[src/rtl/clkrep_pkg.sv]
package clkrep_pkg;

  typedef enum logic {
    ST_IDLE = 1'b0,
    ST_SCAN = 1'b1
  } sweep_state_t;

endpackage

[src/rtl/refbit_store.sv]
module refbit_store #(
  parameter int FRAMES = 16,
  parameter int IDX_W  = 4
) (
  input  logic             clk,
  input  logic             rst,
  input  logic             set_en,
  input  logic [IDX_W-1:0] set_idx,
  input  logic             clr_en,
  input  logic [IDX_W-1:0] clr_idx,
  input  logic [IDX_W-1:0] rd_idx,
  output logic             rd_bit
);

  logic [FRAMES-1:0] flags_q;

  for (genvar i = 0; i < FRAMES; i++) begin : g_flag
    always_ff @(posedge clk) begin
      if (rst) begin
        flags_q[i] <= 1'b0;
      end else if (set_en && set_idx == IDX_W'(i)) begin
        flags_q[i] <= 1'b1;
      end else if (clr_en && clr_idx == IDX_W'(i)) begin
        flags_q[i] <= 1'b0;
      end
    end
  end

  assign rd_bit = flags_q[rd_idx];

  // an access leaves its frame flagged
  a_r2_ref_sets: assert property (@(posedge clk) disable iff (rst)
    set_en |=> flags_q[$past(set_idx)]);

  // a same-frame clear loses to a reference
  a_r9_ref_wins: assert property (@(posedge clk) disable iff (rst)
    (set_en && clr_en && set_idx == clr_idx) |=> flags_q[$past(clr_idx)]);

  // a clear without a colliding reference drops the flag
  a_r5_clear_drops: assert property (@(posedge clk) disable iff (rst)
    (clr_en && !(set_en && set_idx == clr_idx)) |=> !flags_q[$past(clr_idx)]);

endmodule

[src/rtl/hand_ring.sv]
module hand_ring #(
  parameter int FRAMES = 16,
  parameter int IDX_W  = 4
) (
  input  logic             clk,
  input  logic             rst,
  input  logic             adv,
  output logic [IDX_W-1:0] hand
);

  localparam logic [IDX_W-1:0] LAST = IDX_W'(FRAMES - 1);

  logic [IDX_W-1:0] hand_q;

  always_ff @(posedge clk) begin
    if (rst) begin
      hand_q <= '0;
    end else if (adv) begin
      hand_q <= (hand_q == LAST) ? '0 : hand_q + 1'b1;
    end
  end

  assign hand = hand_q;

  // the ring closes from the last frame back to frame 0
  a_r7_wrap: assert property (@(posedge clk) disable iff (rst)
    (adv && hand_q == LAST) |=> hand_q == '0);

  // an idle cycle leaves the hand where it was
  a_r5_hold: assert property (@(posedge clk) disable iff (rst)
    !adv |=> $stable(hand_q));

endmodule

[src/rtl/sweep_ctrl.sv]
module sweep_ctrl
  import clkrep_pkg::*;
#(
  parameter int IDX_W = 4
) (
  input  logic             clk,
  input  logic             rst,
  input  logic             req,
  input  logic             flag_at_hand,
  input  logic [IDX_W-1:0] hand,
  output logic             adv,
  output logic             clr_en,
  output logic             done,
  output logic [IDX_W-1:0] victim
);

  sweep_state_t st_q;
  logic         found;

  always_comb begin
    adv    = (st_q == ST_SCAN);
    clr_en = (st_q == ST_SCAN) && flag_at_hand;
    found  = (st_q == ST_SCAN) && !flag_at_hand;
  end

  always_ff @(posedge clk) begin
    if (rst) begin
      st_q   <= ST_IDLE;
      done   <= 1'b0;
      victim <= '0;
    end else begin
      done <= found;
      if (found) begin
        victim <= hand;
      end
      case (st_q)
        ST_IDLE: if (req)   st_q <= ST_SCAN;
        ST_SCAN: if (found) st_q <= ST_IDLE;
        default:            st_q <= ST_IDLE;
      endcase
    end
  end

  // the done pulse lasts a single cycle
  a_r4_done_single: assert property (@(posedge clk) disable iff (rst)
    done |=> !done);

  // a request during a running sweep does not end or restart it
  a_r10_busy_ignores: assert property (@(posedge clk) disable iff (rst)
    (st_q == ST_SCAN && flag_at_hand) |=> (st_q == ST_SCAN && !done));

  // a request taken while idle starts a sweep
  a_r3_start: assert property (@(posedge clk) disable iff (rst)
    (st_q == ST_IDLE && req) |=> st_q == ST_SCAN);

endmodule

[src/rtl/clock_victim_picker.sv]
module clock_victim_picker #(
  parameter int FRAMES = 16,
  parameter int IDX_W  = (FRAMES > 1) ? $clog2(FRAMES) : 1
) (
  input  logic             clk,
  input  logic             rst,
  input  logic             ref_valid,
  input  logic [IDX_W-1:0] ref_frame,
  input  logic             pick_req,
  output logic             pick_done,
  output logic [IDX_W-1:0] pick_frame
);

  localparam logic [IDX_W-1:0] LAST = IDX_W'(FRAMES - 1);

  logic [IDX_W-1:0] hand;
  logic             flag_at_hand;
  logic             adv;
  logic             clr_en;

  refbit_store #(.FRAMES(FRAMES), .IDX_W(IDX_W)) u_flags (
    .clk     (clk),
    .rst     (rst),
    .set_en  (ref_valid),
    .set_idx (ref_frame),
    .clr_en  (clr_en),
    .clr_idx (hand),
    .rd_idx  (hand),
    .rd_bit  (flag_at_hand)
  );

  hand_ring #(.FRAMES(FRAMES), .IDX_W(IDX_W)) u_hand (
    .clk  (clk),
    .rst  (rst),
    .adv  (adv),
    .hand (hand)
  );

  sweep_ctrl #(.IDX_W(IDX_W)) u_ctrl (
    .clk          (clk),
    .rst          (rst),
    .req          (pick_req),
    .flag_at_hand (flag_at_hand),
    .hand         (hand),
    .adv          (adv),
    .clr_en       (clr_en),
    .done         (pick_done),
    .victim       (pick_frame)
  );

  // once a victim is reported, the hand sits on the frame after it
  a_r6_rest_after: assert property (@(posedge clk) disable iff (rst)
    pick_done |-> hand == ((pick_frame == LAST) ? '0 : pick_frame + 1'b1));

  // no done pulse in the cycle after reset
  a_r1_quiet_reset: assert property (@(posedge clk)
    rst |=> !pick_done);

endmodule

[config.mk]
export PLATFORM = sky130hd
export DESIGN_NAME = clock_victim_picker
export DESIGN_NICKNAME = d
export VERILOG_FILES = /design/src/rtl/clkrep_pkg.sv /design/src/rtl/refbit_store.sv /design/src/rtl/hand_ring.sv /design/src/rtl/sweep_ctrl.sv /design/src/rtl/clock_victim_picker.sv
export SDC_FILE = /design/constraint.sdc
export NUM_CORES = 1
export LEC_CHECK = 0
export ABC_AREA = 1
export BUFFER_PORTS_ARGS = -buffer_cell sky130_fd_sc_hd__buf_2
export CAP_MARGIN = 20
export CORE_MARGIN = 5
export CORE_UTILIZATION = 40
export DETAILED_ROUTE_END_ITERATION = 12
export SLEW_MARGIN = 10
export SYNTH_ARGS = -nofsm -noshare
export SYNTH_HDL_FRONTEND = slang
export SYNTH_HIERARCHICAL = 1
export SYNTH_SLANG_ARGS = --single-unit
[constraint.sdc]
create_clock -name clk -period 2.45 [get_ports clk]
set_input_delay 0.1225 -clock clk [delete_from_list [all_inputs] [get_ports clk]]
set_output_delay 0.1225 -clock clk [all_outputs]
set_load 0.005 [all_outputs]
==> impl_metrics.csv <==
group,metric,value,unit
floorplanning,die_h,68.3,µm
power_and_ir_drop,swShare,25.8,%
routing,vias,1278,
worst_setup_path,crit_fanout,17,
place,port-buffer-count,12,
routing,wl_per_cell,11.0,µm
cts,cts_sinks,26,
routing,routed_wl,2.95,mm
worst_setup_path,reg2reg_slack,0.42,ns
power_and_ir_drop,clkPwrFrac,34.2,%
floorplanning,ios,13,
place,gp_congestion,0.770,
routing,firstDrtPassIters,4,
timing,skew,0.00586,ns
cts,postCtsSetupBuffers,0,
worst_setup_path,reg2reg_from,"u_hand/hand[0]$_SDFFE_PP0P_",
global_routing,grt_max_degree,20,
worst_setup_path,cp-start-kind,"flop",
cells_and_area,fillers,382,
worst_setup_path,cp-end-kind,"flop",
global_routing,antenna_found_initial,0,
logic_synthesis,synth_seq_cells,26,
floorplanning,start_util,41.1,%
cells_and_area,diodes,0,
power_and_ir_drop,pwr-share-comb,13.1,%
timing,slew_headroom,58.6,%
logic_synthesis,syn-num-nets,217,
global_routing,grt_usage,14.6,%
global_routing,grt-busiest-layer,"met2",
timing,worstMarginPinSlew,0.619,ns
global_routing,use_met2,23.9,%
floorplanning,core_area,3310,µm²
place,post-place-ws,0.476,ns
power_and_ir_drop,power.switching,0.222,mW
timing,period_needed,2.03,ns
floorplanning,die-area,4670,µm²
routing,routed_via_density,4.79,
run_status,status,"finished clean",
cells_and_area,synthToLayoutAreaGrowth,11.0,%
min_path,holdCritPathClass,"input pin to flop",
worst_setup_path,cp-endpoint,"u_flags/flags_q[0]$_SDFFE_PP0P_",
timing,max_freq,0.492,GHz
timing,worst_slack,0.417,ns
logic_synthesis,ys_seq_area_share,38.3,%
power_and_ir_drop,power.density,571,nW/µm²
routing,drtIter0Drc,59,
timing,fin_crit_sh,83.0,%
power_and_ir_drop,p_seq_share,52.7,%
place,detailed_place_hpwl,2.20,mm
worst_setup_path,reg2reg_depth,13,
timing,rsz0062_at_grt,"no",
timing,setup_viol,0,
power_and_ir_drop,p_leak,0.639,nW
cts,path_clk_slew,0.14,ns
floorplanning,dieWidth,68.3,µm
logic_synthesis,yosys_warnings,6,
floorplanning,rows,21,
timing,fin_tns_setup,0,ns
routing,drtAntennaViolNets,0,
cts,cts-hold-fix-buffers,0,
cells_and_area,drive_gt1_share,13.1,%
worst_setup_path,path_class,"flop to flop",
timing,finalHoldViolCount,0,
cts,clockBufferDepth,2,
cts,htreeDepth,1,
global_routing,grt_pass1_wl,5.12,mm
timing,timing.hold.ws,0.00860,ns
worst_setup_path,arrival,2.25,ns
cts,cts_made_buffers,3,
cts,clock_latency,0.32,ns
logic_synthesis,synth_area,1360,µm²
flow_run,drv_cap,0,
cts,cts_tree,"yes",
cells_and_area,num-nets-final,231,
cts,root_buffer,"clkbuf_4",
power_and_ir_drop,internal_power,0.640,mW
global_routing,grt_use_met1,19.5,%
worst_setup_path,cp.required,2.66,ns
logic_synthesis,syn_avg_cell_area,6.54,µm²
logic_synthesis,synth_cells,208,
worst_setup_path,timing.rr.end,"u_flags/flags_q[0]$_SDFFE_PP0P_",
global_routing,grt_pass1_vias,1139,
logic_synthesis,ys_types,21,
global_routing,use_met3,1.48,%
timing,report.final.slew_viol_count,0,
worst_setup_path,startpoint,"u_hand/hand[0]$_SDFFE_PP0P_",
power_and_ir_drop,ir_worst_vdd,0.000198,V
routing,remaining_drc_errors,0,
cts,cts_resized,0,
global_routing,gr-total-overflow,0,
how the worst min path moves through the flow:
stage                        start                      to  slack (ns)  cells after the start
after floorplan                rst  u_ctrl/done$_SDFF_PP0_        0.19                      1
after global placement    pick_req   u_ctrl/adv$_SDFF_PP0_        0.35                      3
after detailed placement  pick_req   u_ctrl/adv$_SDFF_PP0_        0.35                      3
after CTS                 pick_req   u_ctrl/adv$_SDFF_PP0_       0.002                      3
after global routing      pick_req   u_ctrl/adv$_SDFF_PP0_        0.01                      3
final                     pick_req   u_ctrl/adv$_SDFF_PP0_       0.009                      3
worst max-delay path, stage by stage (launching register included):
cell     delay, ns
dfxtp_1       0.74
inv_4         0.11
nand2_1       0.11
nand3_1       0.08
nand3_1       0.09
nand3_1       0.06
nand2_1       0.09
nand2_1       0.05
inv_1         0.13
nand2_1       0.07
nor2_1        0.19
nand2_1       0.08
nand2_1       0.07
a21oi_1       0.05
metrics by stage:
stage / cell area, µm² / std cells / utilization (%) / power [mW]
2_1_floorplan: 1360 / 208 / - / 0.545
3_3_place_gp: 1460 / 263 / 44.0 / 0.577
3_5_place_dp: 1460 / 263 / 44.0 / 0.576
4_1_cts: 1510 / 267 / 45.6 / 0.872
5_1_grt: 1510 / 267 / 45.6 / 0.911
6_report: 1510 / 267 / 45.6 / 0.863
power groups by stage:
stage	Combinational [mW]	Clock (mW)	Sequential, mW
final	0.113	0.295	0.455
after global routing	0.130	0.323	0.458
after CTS	0.113	0.304	0.455
after detailed placement	0.112	0	0.464
after global placement	0.113	0	0.464
after floorplan	0.0849	0	0.460
final cells by class:
type                       instances  area, µm²  share of cell area, %
multi-input combinational        144        679                   45.0
sequential                        26        520                   34.5
inverter                          34        133                   8.78
timing repair buffer              13       67.6                   4.47
tap                               46       57.6                   3.81
clock inverter                     1       30.0                   1.99
clock buffer                       3       22.5                   1.49
layout by cell type (no fill, tap or decap), drive strengths merged:
| cell type | instances |
|---|---|
| a21oi | 19 |
| buf | 13 |
| bufinv | 1 |
| clkbuf | 3 |
| clkinv | 2 |
| dfxtp | 26 |
| ha | 1 |
| inv | 32 |
| nand2 | 60 |
| nand3 | 28 |
| nand4 | 4 |
| nor2 | 16 |
| nor3 | 2 |
| o21ai | 13 |
| or2 | 1 |
metal layers:
layer	vias to the layer above	wire length [µm]
met2	39	1270
met4	0	44
met5	-	0
met3	4	155
met1	547	1470
li1	688	-
synth_stat cells, drive strengths merged:
master | count | area (µm²)
dfxtp | 26 | 521
nand4 | 4 | 25.0
clkinv | 2 | 7.51
nand2 | 60 | 230
nor2 | 16 | 72.6
a21oi | 19 | 95.1
nor3 | 2 | 32.5
inv | 32 | 125
or2 | 1 | 6.26
nand3 | 28 | 140
o21ai | 13 | 65.1
clkbuf | 1 | 3.75
ha | 1 | 12.5
buf | 3 | 23.8
cell families after synthesis:
family	after synthesis	synth area share, %
adders and majority gates	1	0.920
and+or+nand+nor	111	37.3
AOI/OAI and AO/OA	32	11.8
buffers and inverters	38	11.8
DFF	26	38.3
state kept, by name (all words and copies together), names as in the netlist:
| name | count |
|---|---|
| u_hand/hand | 4 |
| u_ctrl/victim | 4 |
| u_ctrl/adv | 1 |
| u_flags/flags_q | 16 |
| u_ctrl/done | 1 |
No activity file was read; power rests on OpenSTA's default activity.
